<file path="config.mk">
export PLATFORM = sky130hd
export DESIGN_NAME = gpio_maskport
export DESIGN_NICKNAME = d
export VERILOG_FILES = /design/src/rtl/gpio_mp_pkg.sv /design/src/rtl/gpio_sync2.sv /design/src/rtl/gpio_cfg_regs.sv /design/src/rtl/gpio_rd_mux.sv /design/src/rtl/gpio_pad_mux.sv /design/src/rtl/gpio_maskport.sv
export SDC_FILE = /design/constraint.sdc
export NUM_CORES = 1
export LEC_CHECK = 0
export BUFFER_PORTS_ARGS = -buffer_cell sky130_fd_sc_hd__buf_4
export CORE_UTILIZATION = 40
export DETAILED_ROUTE_END_ITERATION = 16
export PLACE_DENSITY = 0.66
export SYNTH_ARGS = -nofsm -noshare
export SYNTH_HDL_FRONTEND = slang
export SYNTH_SLANG_ARGS = --single-unit
</file>
<file path="constraint.sdc">
create_clock -name clk -period 2 [get_ports clk]
set_input_delay 0 -clock clk [delete_from_list [all_inputs] [get_ports clk]]
set_output_delay 0 -clock clk [all_outputs]
set_load 0.02 [all_outputs]
</file>
<file path="src/rtl/gpio_mp_pkg.sv">
package gpio_mp_pkg;
  typedef enum logic [1:0] {
    SEL_NONE = 2'd0,
    SEL_DATA = 2'd1,
    SEL_DIR  = 2'd2,
    SEL_ALT  = 2'd3
  } reg_sel_e;
endpackage

</file>
<file path="src/rtl/gpio_sync2.sv">
module gpio_sync2 #(
  parameter int W = 8
) (
  input  logic         clk,
  input  logic         rst_n,
  input  logic [W-1:0] d,
  output logic [W-1:0] q
);
  logic [W-1:0] stage1;

  always_ff @(posedge clk or negedge rst_n) begin
    if (!rst_n) begin
      stage1 <= '0;
      q      <= '0;
    end else begin
      stage1 <= d;
      q      <= stage1;
    end
  end
endmodule

</file>
<file path="src/rtl/gpio_cfg_regs.sv">
module gpio_cfg_regs
  import gpio_mp_pkg::*;
#(
  parameter int W = 8
) (
  input  logic         clk,
  input  logic         rst_n,
  input  reg_sel_e     sel,
  input  logic         wr,
  input  logic [W-1:0] wdata,
  input  logic [W-1:0] mask,
  output logic [W-1:0] dir_q,
  output logic [W-1:0] alt_q,
  output logic [W-1:0] out_q
);
  always_ff @(posedge clk or negedge rst_n) begin
    if (!rst_n) begin
      dir_q <= '0;
      alt_q <= '0;
      out_q <= '0;
    end else if (wr) begin
      unique case (sel)
        SEL_DIR:  dir_q <= wdata;
        SEL_ALT:  alt_q <= wdata;
        SEL_DATA: out_q <= (out_q & ~mask) | (wdata & mask);
        default:  ;
      endcase
    end
  end
endmodule

</file>
<file path="src/rtl/gpio_rd_mux.sv">
module gpio_rd_mux
  import gpio_mp_pkg::*;
#(
  parameter int W = 8
) (
  input  logic         clk,
  input  logic         rst_n,
  input  logic         rd,
  input  reg_sel_e     sel,
  input  logic [W-1:0] mask,
  input  logic [W-1:0] dir_q,
  input  logic [W-1:0] alt_q,
  input  logic [W-1:0] out_q,
  input  logic [W-1:0] sync_in,
  output logic [W-1:0] rdata
);
  logic [W-1:0] pin_val;
  logic [W-1:0] rd_next;

  always_comb begin
    pin_val = (dir_q & out_q) | (~dir_q & sync_in);
    unique case (sel)
      SEL_DATA: rd_next = pin_val & mask;
      SEL_DIR:  rd_next = dir_q;
      SEL_ALT:  rd_next = alt_q;
      default:  rd_next = '0;
    endcase
  end

  always_ff @(posedge clk or negedge rst_n) begin
    if (!rst_n)  rdata <= '0;
    else if (rd) rdata <= rd_next;
  end
endmodule

</file>
<file path="src/rtl/gpio_pad_mux.sv">
module gpio_pad_mux (
  input  logic use_alt,
  input  logic gpio_out,
  input  logic gpio_oe,
  input  logic per_out,
  input  logic per_oe,
  output logic pad_out,
  output logic pad_oe
);
  always_comb begin
    pad_out = use_alt ? per_out : gpio_out;
    pad_oe  = use_alt ? per_oe  : gpio_oe;
  end
endmodule

</file>
<file path="src/rtl/gpio_maskport.sv">
module gpio_maskport
  import gpio_mp_pkg::*;
#(
  parameter int          N_PINS   = 8,
  parameter int          ADDR_W   = 12,
  parameter logic [11:0] DIR_ADDR = 12'h400,
  parameter logic [11:0] ALT_ADDR = 12'h404
) (
  input  logic              clk,
  input  logic              rst_n,
  input  logic [ADDR_W-1:0] bus_addr,
  input  logic              bus_wr,
  input  logic [N_PINS-1:0] bus_wdata,
  input  logic              bus_rd,
  output logic [N_PINS-1:0] bus_rdata,
  input  logic [N_PINS-1:0] pad_in,
  output logic [N_PINS-1:0] pin_sync,
  input  logic [N_PINS-1:0] alt_out,
  input  logic [N_PINS-1:0] alt_oe,
  output logic [N_PINS-1:0] pad_out,
  output logic [N_PINS-1:0] pad_oe
);
  localparam int MASK_LO = 2;
  localparam int MASK_HI = MASK_LO + N_PINS - 1;

  reg_sel_e          sel;
  logic [N_PINS-1:0] mask;
  logic [N_PINS-1:0] dir_q, alt_q, out_q;

  always_comb begin
    mask = bus_addr[MASK_HI:MASK_LO];
    if (bus_addr[1:0] != 2'b00)                   sel = SEL_NONE;
    else if (bus_addr[ADDR_W-1:MASK_HI+1] == '0)  sel = SEL_DATA;
    else if (bus_addr == ADDR_W'(DIR_ADDR))        sel = SEL_DIR;
    else if (bus_addr == ADDR_W'(ALT_ADDR))        sel = SEL_ALT;
    else                                           sel = SEL_NONE;
  end

  gpio_sync2 #(.W(N_PINS)) u_sync (
    .clk(clk), .rst_n(rst_n), .d(pad_in), .q(pin_sync)
  );

  gpio_cfg_regs #(.W(N_PINS)) u_regs (
    .clk(clk), .rst_n(rst_n), .sel(sel), .wr(bus_wr), .wdata(bus_wdata),
    .mask(mask), .dir_q(dir_q), .alt_q(alt_q), .out_q(out_q)
  );

  gpio_rd_mux #(.W(N_PINS)) u_rd (
    .clk(clk), .rst_n(rst_n), .rd(bus_rd), .sel(sel), .mask(mask),
    .dir_q(dir_q), .alt_q(alt_q), .out_q(out_q), .sync_in(pin_sync),
    .rdata(bus_rdata)
  );

  for (genvar i = 0; i < N_PINS; i++) begin : g_pad
    gpio_pad_mux u_mux (
      .use_alt(alt_q[i]), .gpio_out(out_q[i]), .gpio_oe(dir_q[i]),
      .per_out(alt_out[i]), .per_oe(alt_oe[i]),
      .pad_out(pad_out[i]), .pad_oe(pad_oe[i])
    );
  end
endmodule

</file>
==> flow_summary.rst <==
.. list-table::
   :header-rows: 1

   * - Metric
     - Value
   * - Data required time at the worst endpoint
     - roughly 2.2 ns
   * - Areal power density over the cells
     - between 600 and 700 mW/mm^2
   * - Worst endpoint data arrival time
     - 1.44 ns
   * - Compound-Gate Fraction of Synth Area
     - 4.94%
   * - Post-synthesis share of cell area spent on xor and xnor gates
     - 0%
   * - Post-Route WL
     - slightly above 5000 microns
   * - Cell area after synthesis
     - ~0.0023 sq mm
   * - CTS tree
     - done
   * - Number of endpoints with negative hold slack in the final report
     - 0
   * - Startpoint of the worst-slack reg-to-reg timing path
     - u_regs.dir_q[0]$_DFFE_PN0P_
   * - Part of the total power dissipated in sequential elements
     - 52.0%
   * - Reg clk slew, reported paths
     - 0.09 ns
   * - Die Y-Extent
     - 78.3 microns
   * - Crit path time final
     - roughly 1.3 ns
   * - Maximum VDD drop
     - between 0.0003 and 0.0004 V
   * - Net count after synthesis
     - roughly 220
   * - Util after Layout
     - around 57%
   * - Synth Area in Adders
     - 0%
   * - Count of clock tree sinks
     - 48
   * - Nets@finish
     - 302
   * - Number of cell instances on the worst register-to-register path
     - 4
   * - Clock share of power
     - a little under 30%
   * - Share of synthesized area spent on multiplexers
     - around 28%
   * - PostCTS Resize Cnt
     - 0
   * - Core ar.
     - between 0.005 and 0.006 sq mm
   * - Final routed wire length divided by cell count
     - 15.6 microns
   * - Initial DRC Count
     - 54
   * - RSZ-0062 raised after global routing
     - false
   * - Worst-skew pair later-pin latency
     - around 0.30 ns
   * - Top cell type by total area after synthesis
     - sky130_fd_sc_hd__dfrtp_1
   * - Final RePlAce weighted congestion
     - around 0.76
   * - Final worst-path cycle share
     - a little over three fifths
   * - Gr ovfl total
     - 0
   * - Synthesis-to-layout area growth
     - 35.4%
   * - Net Sw Power
     - 0.000514 W
   * - Timing-limited maximum frequency
     - between 700 and 800 MHz
   * - Number of antenna violations at the first check in global routing
     - 0
   * - Number of distinct library cells after synthesis
     - 23
   * - Detailed Place HPWL
     - approximately 3700 microns
   * - Startpoint Class
     - flop
   * - Final setup vio count
     - 0
   * - Final design instance area without fill
     - about 0.0032 sq mm
   * - Count of vias placed by the detailed router
     - roughly 1.6k
   * - Endpoint of the most critical register-to-register path
     - u_rd.rdata[0]$_DFFE_PN0P_
   * - Number of buffers between clock root and the deepest sink
     - 2
   * - Average cell area after synthesis
     - 14.0 sq um
   * - Total clock buffers created by CTS
     - 5
   * - Postcts setup bufs
     - 0
   * - Setup CP Type
     - flop to flop
   * - Ranking of synthesized cells by area
     - sky130_fd_sc_hd__dfrtp_1 (52%), sky130_fd_sc_hd__mux2_2 (19%), sky130_fd_sc_hd__buf_4 (5.2%), sky130_fd_sc_hd__mux2_4 (5.2%), sky130_fd_sc_hd__mux2i_1 (3.4%)
   * - Number of global-route vias before repair
     - about 1.7k
   * - Area after detailed placement
     - about 0.0029 sq mm
   * - Flop2flop setup slack
     - approximately 0.75 ns
   * - Number of storage elements in the synthesis netlist
     - 48
   * - MaxCap Viol Count
     - 0
   * - Avg Vias per Cell
     - roughly 4.9
   * - Worst min path class
     - input pin to flop
   * - Global router's overall resource usage
     - around 18%
   * - Element type at the critical path end
     - flop
   * - Fraction of the yosys area taken by sequential cells
     - about half
   * - Post-route worst hold slack
     - between 0.05 and 0.06 ns
   * - Die Span X
     - 78.3 microns
   * - Highest fanout seen on the critical path
     - 4
   * - Internal cell power
     - around 0.0015 W
   * - Slew of the pin with the lowest slew margin
     - 0.615 ns
   * - Post-synth top area share
     - just over 50%
   * - Floorplan die area
     - 0.00614 sq mm
   * - Detailed Routing Iterations Pass 1
     - 4
   * - Number of buffers inserted for hold repair after clock tree synthesis
     - 17
   * - Yosys warning total
     - 0
   * - Number of primary I/O pins
     - 80
   * - Leakage power total
     - 1.58 nW
   * - Setup total negative slack
     - 0 ns
   * - H-tree level count
     - 2
   * - Final Max Slew Viols
     - 0
   * - Comb power frac
     - roughly 19%
   * - Clock skew
     - around 0.0080 ns
   * - Simple-Gate Fraction of Synth Area
     - around a tenth
   * - Count of input and output buffers
     - around 80
   * - Worst setup path startpoint
     - u_regs.dir_q[0]$_DFFE_PN0P_
   * - Global-route wire length before repair
     - around 8400 microns
   * - Maximum number of pins on one net before global-route repair
     - between 40 and 50
   * - Cell count after synthesis
     - 167
   * - Layout cell share with drive strength beyond 1
     - a little under three fifths
   * - Floorplan row count
     - 27
   * - Clk Tree Root Cell
     - sky130_fd_sc_hd__clkbuf_8
   * - Post-route DRC
     - 0
   * - Last element of the critical path
     - u_rd.rdata[0]$_DFFE_PN0P_
   * - Run status
     - complete, no violations
   * - Number of nets still failing antenna checks after routing
     - 0
   * - Normalized max-slew margin
     - about three fifths
   * - Switching share of total power
     - 25.3%
   * - Initial cell density of the core
     - between 40% and 50%
   * - Combinational family with the most area after synthesis
     - multiplexers
   * - Ant. Diodes
     - 0
==> cells by family (layout without fill, tap and decap cells) <==
group / Yosys count / count (layout)
muxes: 56 / 56
AOI/OAI and AO/OA: 17 / 17
and+or+nand+nor: 27 / 27
DFF: 48 / 48
buffers and inverters: 19 / 107
==> stage by stage <==
stage / total power [W] / setup slack [ns] / cells
global route: 0.00211 / 0.650 / 327
detailed placement: 0.00143 / 0.532 / 302
floorplan: 0.00127 / 0.833 / 167
finish: 0.00203 / 0.745 / 327
CTS: 0.00205 / 0.739 / 327
global placement: 0.00142 / 0.552 / 302
==> critical path, cell delays in order, from the launching register on <==
cell and delay, ns:
sky130_fd_sc_hd__dfrtp_1 0.40, sky130_fd_sc_hd__mux2_2 0.36, sky130_fd_sc_hd__nand4b_1 0.09, sky130_fd_sc_hd__o21ai_0 0.08, sky130_fd_sc_hd__a22o_1 0.20
==> cells in the mapped netlist (all sizes together) <==
| master | count |
|---|---|
| a21oi | 1 |
| a22o | 8 |
| and2 | 2 |
| buf | 18 |
| dfrtp | 48 |
| inv | 1 |
| mux2 | 48 |
| mux2i | 8 |
| nand2 | 10 |
| nand3 | 8 |
| nand4 | 1 |
| nand4b | 2 |
| nor3 | 1 |
| nor4 | 2 |
| nor4b | 1 |
| o21ai | 8 |
==> routing by layer <==
metal  up-vias  GRT usage, %  wire [microns]  part of all wire (%)
met5         -             0               0                     0
met4         0          4.81              42                  0.82
met3         5          3.02             226                   4.4
met2        54          30.0            2470                    48
met1       787          24.1            2370                    46
li1        769             -               -                     -
==> layout make-up <==
| class | count | area, sq um |
|---|---|---|
| Multi-Input combinational cell | 100 | 990 |
| Timing Repair Buffer | 98 | 778 |
| Clock inverter | 1 | 7.51 |
| Tap cell | 72 | 90.1 |
| Sequential cell | 48 | 1200 |
| Inverter | 1 | 3.75 |
| Clock buffer | 7 | 86.3 |
| Fill cell | 499 | 2420 |
==> worst min-delay path by stage <==
stage	from	end	slack (ns)	cells past startpoint
4_1_cts	bus_addr[4]	flop	0.05	3
3_3_place_gp	rst_n	u_regs.alt_q[6]$_DFFE_PN0P_	0.05	1
5_1_grt	bus_addr[4]	flop	0.05	3
6_report	bus_addr[4]	flop	0.06	3
3_5_place_dp	rst_n	u_regs.alt_q[6]$_DFFE_PN0P_	0.06	1
2_1_floorplan	rst_n	async pin	-0.30	0
==> cells in the final DEF, fill, tap and decap left out, drive strengths merged <==
cell type | Yosys | layout
mux2 | 48 | 48
nand4b | 2 | 2
inv | 1 | 1
nor4 | 2 | 2
nand2 | 10 | 10
and2 | 2 | 2
clkinvlp | 0 | 1
nor4b | 1 | 1
buf | 18 | 81
dlygate4sd3 | 0 | 17
a21oi | 1 | 1
clkbuf | 0 | 7
a22o | 8 | 8
nor3 | 1 | 1
o21ai | 8 | 8
dfrtp | 48 | 48
nand3 | 8 | 8
nand4 | 1 | 1
mux2i | 8 | 8
==> power groups by stage <==
stage	Clock (W)	Sequential (W)	Combinational, W
2_1_floorplan	0	0.00107	0.000201
3_3_place_gp	0	0.00107	0.000348
3_5_place_dp	0	0.00107	0.000353
4_1_cts	0.000617	0.00106	0.000380
5_1_grt	0.000651	0.00106	0.000400
6_report	0.000599	0.00106	0.000376
Note: power is estimated with default switching activity, not from simulation.
